$ cat src/rtl/lp_pkg.sv
package lp_pkg;
  localparam logic [6:0] OPC_AUIPC = 7'h17;
  localparam logic [6:0] OPC_JALR  = 7'h67;
  localparam int unsigned LBL_W    = 20;
  localparam int unsigned N_EXEMPT = 3;
  localparam logic [4:0] EXEMPT_REGS [N_EXEMPT] = '{5'd1, 5'd5, 5'd7};
  localparam int unsigned CAUSE_SWCHK = 18;
  localparam int unsigned TVAL_LPAD   = 2;

  typedef struct packed {
    logic             is_jalr;
    logic             exempt;
    logic             is_lpad;
    logic [LBL_W-1:0] label;
  } lp_dec_t;
endpackage

$ cat src/rtl/lp_decode.sv
module lp_decode
  import lp_pkg::*;
(
  input  logic [31:0] instr_i,
  input  logic [4:0]  rs1_i,
  output lp_dec_t     dec_o
);
  logic [N_EXEMPT-1:0] hit;

  for (genvar g = 0; g < N_EXEMPT; g++) begin : g_exempt
    assign hit[g] = (rs1_i == EXEMPT_REGS[g]);
  end

  always_comb begin
    dec_o.is_jalr = (instr_i[6:0] == OPC_JALR) && (instr_i[14:12] == 3'b000);
    dec_o.exempt  = |hit;
    dec_o.is_lpad = (instr_i[6:0] == OPC_AUIPC) && (instr_i[11:7] == 5'd0);
    dec_o.label   = instr_i[31:12];
  end
endmodule

$ cat src/rtl/lp_arm.sv
module lp_arm (
  input  logic clk_i,
  input  logic rst_ni,
  input  logic ret_i,
  input  logic set_i,
  output logic armed_o
);
  // each retire replaces the expectation; bubbles hold it
  always_ff @(posedge clk_i or negedge rst_ni) begin
    if (!rst_ni)    armed_o <= 1'b0;
    else if (ret_i) armed_o <= set_i;
  end
endmodule

$ cat src/rtl/lp_check.sv
module lp_check
  import lp_pkg::*;
(
  input  lp_dec_t          dec_i,
  input  logic [1:0]       pc_lo_i,
  input  logic [LBL_W-1:0] reg_lbl_i,
  output logic             viol_o
);
  logic aligned, lbl_ok;

  always_comb begin
    aligned = (pc_lo_i == 2'b00);
    lbl_ok  = (dec_i.label == '0) || (dec_i.label == reg_lbl_i);
    viol_o  = !(dec_i.is_lpad && aligned && lbl_ok);
  end
endmodule

$ cat src/rtl/lp_guard.sv
module lp_guard
  import lp_pkg::*;
#(
  parameter int unsigned XLEN      = 32,
  parameter int unsigned LABEL_LSB = 12
) (
  input  logic            clk_i,
  input  logic            rst_ni,
  input  logic            en_i,
  input  logic            ret_valid_i,
  input  logic [31:0]     instr_i,
  input  logic [XLEN-1:0] pc_i,
  input  logic [4:0]      rs1_i,
  input  logic [XLEN-1:0] label_reg_i,
  output logic            fault_o,
  output logic [XLEN-1:0] cause_o,
  output logic [XLEN-1:0] tval_o
);
  localparam logic [XLEN-1:0] CAUSE_V = XLEN'(CAUSE_SWCHK);
  localparam logic [XLEN-1:0] TVAL_V  = XLEN'(TVAL_LPAD);

  lp_dec_t dec;
  logic    armed_q, viol, active, set_arm, fault_q;
  logic    unused_bits;

  assign unused_bits = ^{pc_i[XLEN-1:2], label_reg_i};

  lp_decode u_dec (
    .instr_i (instr_i),
    .rs1_i   (rs1_i),
    .dec_o   (dec)
  );

  lp_check u_chk (
    .dec_i     (dec),
    .pc_lo_i   (pc_i[1:0]),
    .reg_lbl_i (label_reg_i[LABEL_LSB +: LBL_W]),
    .viol_o    (viol)
  );

  assign active  = ret_valid_i && en_i;
  assign set_arm = active && dec.is_jalr && !dec.exempt;

  lp_arm u_arm (
    .clk_i   (clk_i),
    .rst_ni  (rst_ni),
    .ret_i   (ret_valid_i),
    .set_i   (set_arm),
    .armed_o (armed_q)
  );

  always_ff @(posedge clk_i or negedge rst_ni) begin
    if (!rst_ni) fault_q <= 1'b0;
    else         fault_q <= active && armed_q && viol;
  end

  assign fault_o = fault_q;
  assign cause_o = fault_q ? CAUSE_V : '0;
  assign tval_o  = fault_q ? TVAL_V  : '0;
endmodule

$ cat config.mk
export PLATFORM = sky130hd
export DESIGN_NAME = lp_guard
export DESIGN_NICKNAME = d
export VERILOG_FILES = /design/src/rtl/lp_pkg.sv /design/src/rtl/lp_decode.sv /design/src/rtl/lp_arm.sv /design/src/rtl/lp_check.sv /design/src/rtl/lp_guard.sv
export SDC_FILE = /design/constraint.sdc
export NUM_CORES = 1
export LEC_CHECK = 0
export CORE_AREA = 2 2 67 69
export CTS_CLUSTER_DIAMETER = 60
export DETAILED_ROUTE_END_ITERATION = 8
export DIE_AREA = 0 0 69 71
export DONT_BUFFER_PORTS = 1
export GPL_ROUTABILITY_DRIVEN = 0
export SLEW_MARGIN = 5
export SYNTH_ARGS = -nofsm -noshare
export SYNTH_HDL_FRONTEND = slang
export SYNTH_HIERARCHICAL = 1
export SYNTH_SLANG_ARGS = --single-unit
$ cat constraint.sdc
create_clock -name clk_i -period 0.8 [get_ports clk_i]
set_input_delay 0.08 -clock clk_i [delete_from_list [all_inputs] [get_ports clk_i]]
set_output_delay 0.08 -clock clk_i [all_outputs]
set_load 0.02 [all_outputs]
==> results.sh <==
export IMPL_grt_max_degree=5
export IMPL_endpoint_kind="flop"
export IMPL_cts_tree="done"
export IMPL_slew_violations=0
export IMPL_rows=24
export IMPL_met2WireLength_microns=1110
export IMPL_leakage_uw=0.000370
export IMPL_routed_wl_met3_microns=304
export IMPL_grt_pass1_wl_microns=2900
export IMPL_mostFrequentLayoutCell="conb_1"
export IMPL_hpwl_microns=2050
export IMPL_grt_setup_unrepaired="yes"
export IMPL_path_buf_inv=0
export IMPL_first_pass_iters=3
export IMPL_wl_met1_microns=686
export IMPL_start_util_pct=25.3
export IMPL_drt_initial_drc_count=2
export IMPL_dp_cells=163
export IMPL_grt_overflow=0
export IMPL_die_height_microns=71
export IMPL_critPathArrivalTime_ns=1.18
export IMPL_finalSetupTns_ns=-0.452
export IMPL_skew_ns=0.00149
export IMPL_die_w_microns=69
export IMPL_synth_seq_area_share_pct=4.71
export IMPL_grt_antenna_before_repair=0
export IMPL_cts_max_path_buffers=2
export IMPL_min_path_type="primary input to flop"
export IMPL_violations="negative setup slack"
export IMPL_cap_violations=0
export IMPL_final_area_sq_um=832
export IMPL_crit_fanout=2
export IMPL_clock_sinks=2
export IMPL_via_per_inst=3.52
export IMPL_netlist_area_sq_um=1060
export IMPL_dieArea_sq_um=4900
export IMPL_post_drt_wl_per_cell_microns=12.6
export IMPL_crit_chain="nor4_4, and3_1, nor3b_4, nand4_1, nor2_1, a41oi_1, and4_1"
export IMPL_cp_slowest_cell="nor4_4"
export IMPL_ctsRootBufferMaster="clkbuf_8"
export IMPL_postSynthCellCount=134
export IMPL_min_path_cells=1
export IMPL_worstRegToRegCells=1
export IMPL_p_per_area_nw_per_um2=1060
export IMPL_final_cell_mix="conb_1 (61), xnor2_1 (16), nor4_1 (7), nand4_1 (4), xor2_1 (4)"
export IMPL_hold_viol=0
export IMPL_h_tree_depth=1
export IMPL_period_share_pct=136
export IMPL_synth_area_per_cell_sq_um=7.93
export IMPL_dp_slack_ns=-0.641
export IMPL_antenna_left=0
export IMPL_cp_depth=7
export IMPL_fin_ws_ns=-0.284
export IMPL_max_stage_delay_ns=0.25
export IMPL_required_ns=0.89
export IMPL_crit_type="primary input to flop"
export IMPL_post_route_min_period_ns=1.08
export IMPL_status="finished, violations left"
export IMPL_cpLargestDelayFamily="simple AND/OR/NAND/NOR gates"
export IMPL_io_pins=170
export IMPL_fmax_mhz=922
export IMPL_clock_latency_ns=0.21
export IMPL_gr_usage_all_layers_pct=7.61
export IMPL_synth_cell_type_count=19
export IMPL_clk_transition_reported_paths_ns=0.03
export IMPL_io_buffers=0
export IMPL_drc_errors=0
export IMPL_grt_pass1_vias=583
export IMPL_synthToLayoutAreaGrowth_pct=-21.7
export IMPL_diodes=0
export IMPL_cts_buffers=3
export IMPL_top_layer="met4"
export IMPL_ys_top_cells_by_area="buf_4 (59%), xnor2_1 (13%), dfrtp_1 (4.7%)"
export IMPL_yosys_register_bits=2
export IMPL_nets=222
export IMPL_stdcell_count=167
export IMPL_start_kind="primary input"
export IMPL_wl_microns=2110
export IMPL_ir_worst_vdd_v=0.000305
export IMPL_synth_top_area_share_pct=59.4
export IMPL_drive_gt1_share_pct=8.70
export IMPL_dpl_cell_area_sq_um=753
export IMPL_yosysWarnings=6
export IMPL_vias=588
export IMPL_core_area_sq_um=4200
export IMPL_synth_area_leader_cell="buf_4"
export IMPL_setup_viol=5
report_power, final:
part | internal (uW) | switching (uW)
combinational | 89.8 | 295
sequential | 102 | 0.0117
clock | 318 | 76.3
total | 510 | 371
cell usage after synthesis:
library cell / number
buf_4: 84
xnor2_1: 16
nor4_1: 8
nand4_1: 4
xor2_1: 4
and4b_1: 3
dfrtp_1: 2
nor4b_1: 2
a41oi_1: 1
and3_1: 1
and4_1: 1
conb_1: 1
mux2_4: 1
nand2_1: 1
nand3_1: 1
nor2_1: 1
nor2b_1: 1
nor3b_1: 1
nor4b_2: 1
layout make-up:
class,count,area (sq um)
Tap cell,52,65.1
Fill cell,491,3370
Timing Repair Buffer,2,30.0
Sequential cell,2,50.0
Clock buffer,3,41.3
Multi-Input combinational cell,108,646
through the flow:
step / power (uW) / util (%) / hold WS (ns)
floorplan: 778 / - / -0.216
CTS: 887 / 19.8 / 0.0294
finish: 881 / 19.8 / 0.0339
global route: 937 / 19.8 / 0.0265
global placement: 471 / 17.9 / -0.216
detailed placement: 474 / 17.9 / -0.216
registers in the layout, summed over array words and instances, names as in the netlist:
name	count
fault_o	1
u_arm/armed_o	1
cell families (layout without fill, tap and decap cells):
group,Yosys count,after routing,share of synthesized area (%)
and+or+nand+nor,25,25,16.8
AOI/OAI and AO/OA,1,1,0.825
buffers and inverters,84,5,59.4
other,1,61,0.353
xor gates and xnor gates,20,20,16.5
muxes,1,1,1.41
DFF,2,2,4.71
repair_timing:
item / in CTS / in global routing
setup buffers: 0 / 0
setup endpoints to repair: 6 / 6
gates resized for setup: 4 / 0
cloned: 0 / 0
hold buffers: 1 / 0
pin swaps: 1 / 0
hold endpoints to repair: 2 / 0
layer usage:
layer	GRT usage, %	vias up
met3	2.56	2
met4	1.96	0
met5	0	-
li1	-	264
met1	8.22	246
met2	14.2	76
final timing paths:
| kind | startpoint | to | slack [ns] |
|---|---|---|---|
| min reg2reg | u_arm/armed_o$_DFFE_PN0P_ | u_arm/armed_o$_DFFE_PN0P_ | 0.51 |
| max in group asynchronous | rst_ni | fault_o$_DFF_PN0_ | 0.56 |
| max | instr_i[5] | fault_o$_DFF_PN0_ | -0.28 |
| min in group asynchronous | rst_ni | u_arm/armed_o$_DFFE_PN0P_ | 0.11 |
| max reg2reg | u_arm/armed_o$_DFFE_PN0P_ | u_arm/armed_o$_DFFE_PN0P_ | 0.05 |
| min | ret_valid_i | u_arm/armed_o$_DFFE_PN0P_ | 0.03 |
(Power assumes the default switching activity.)
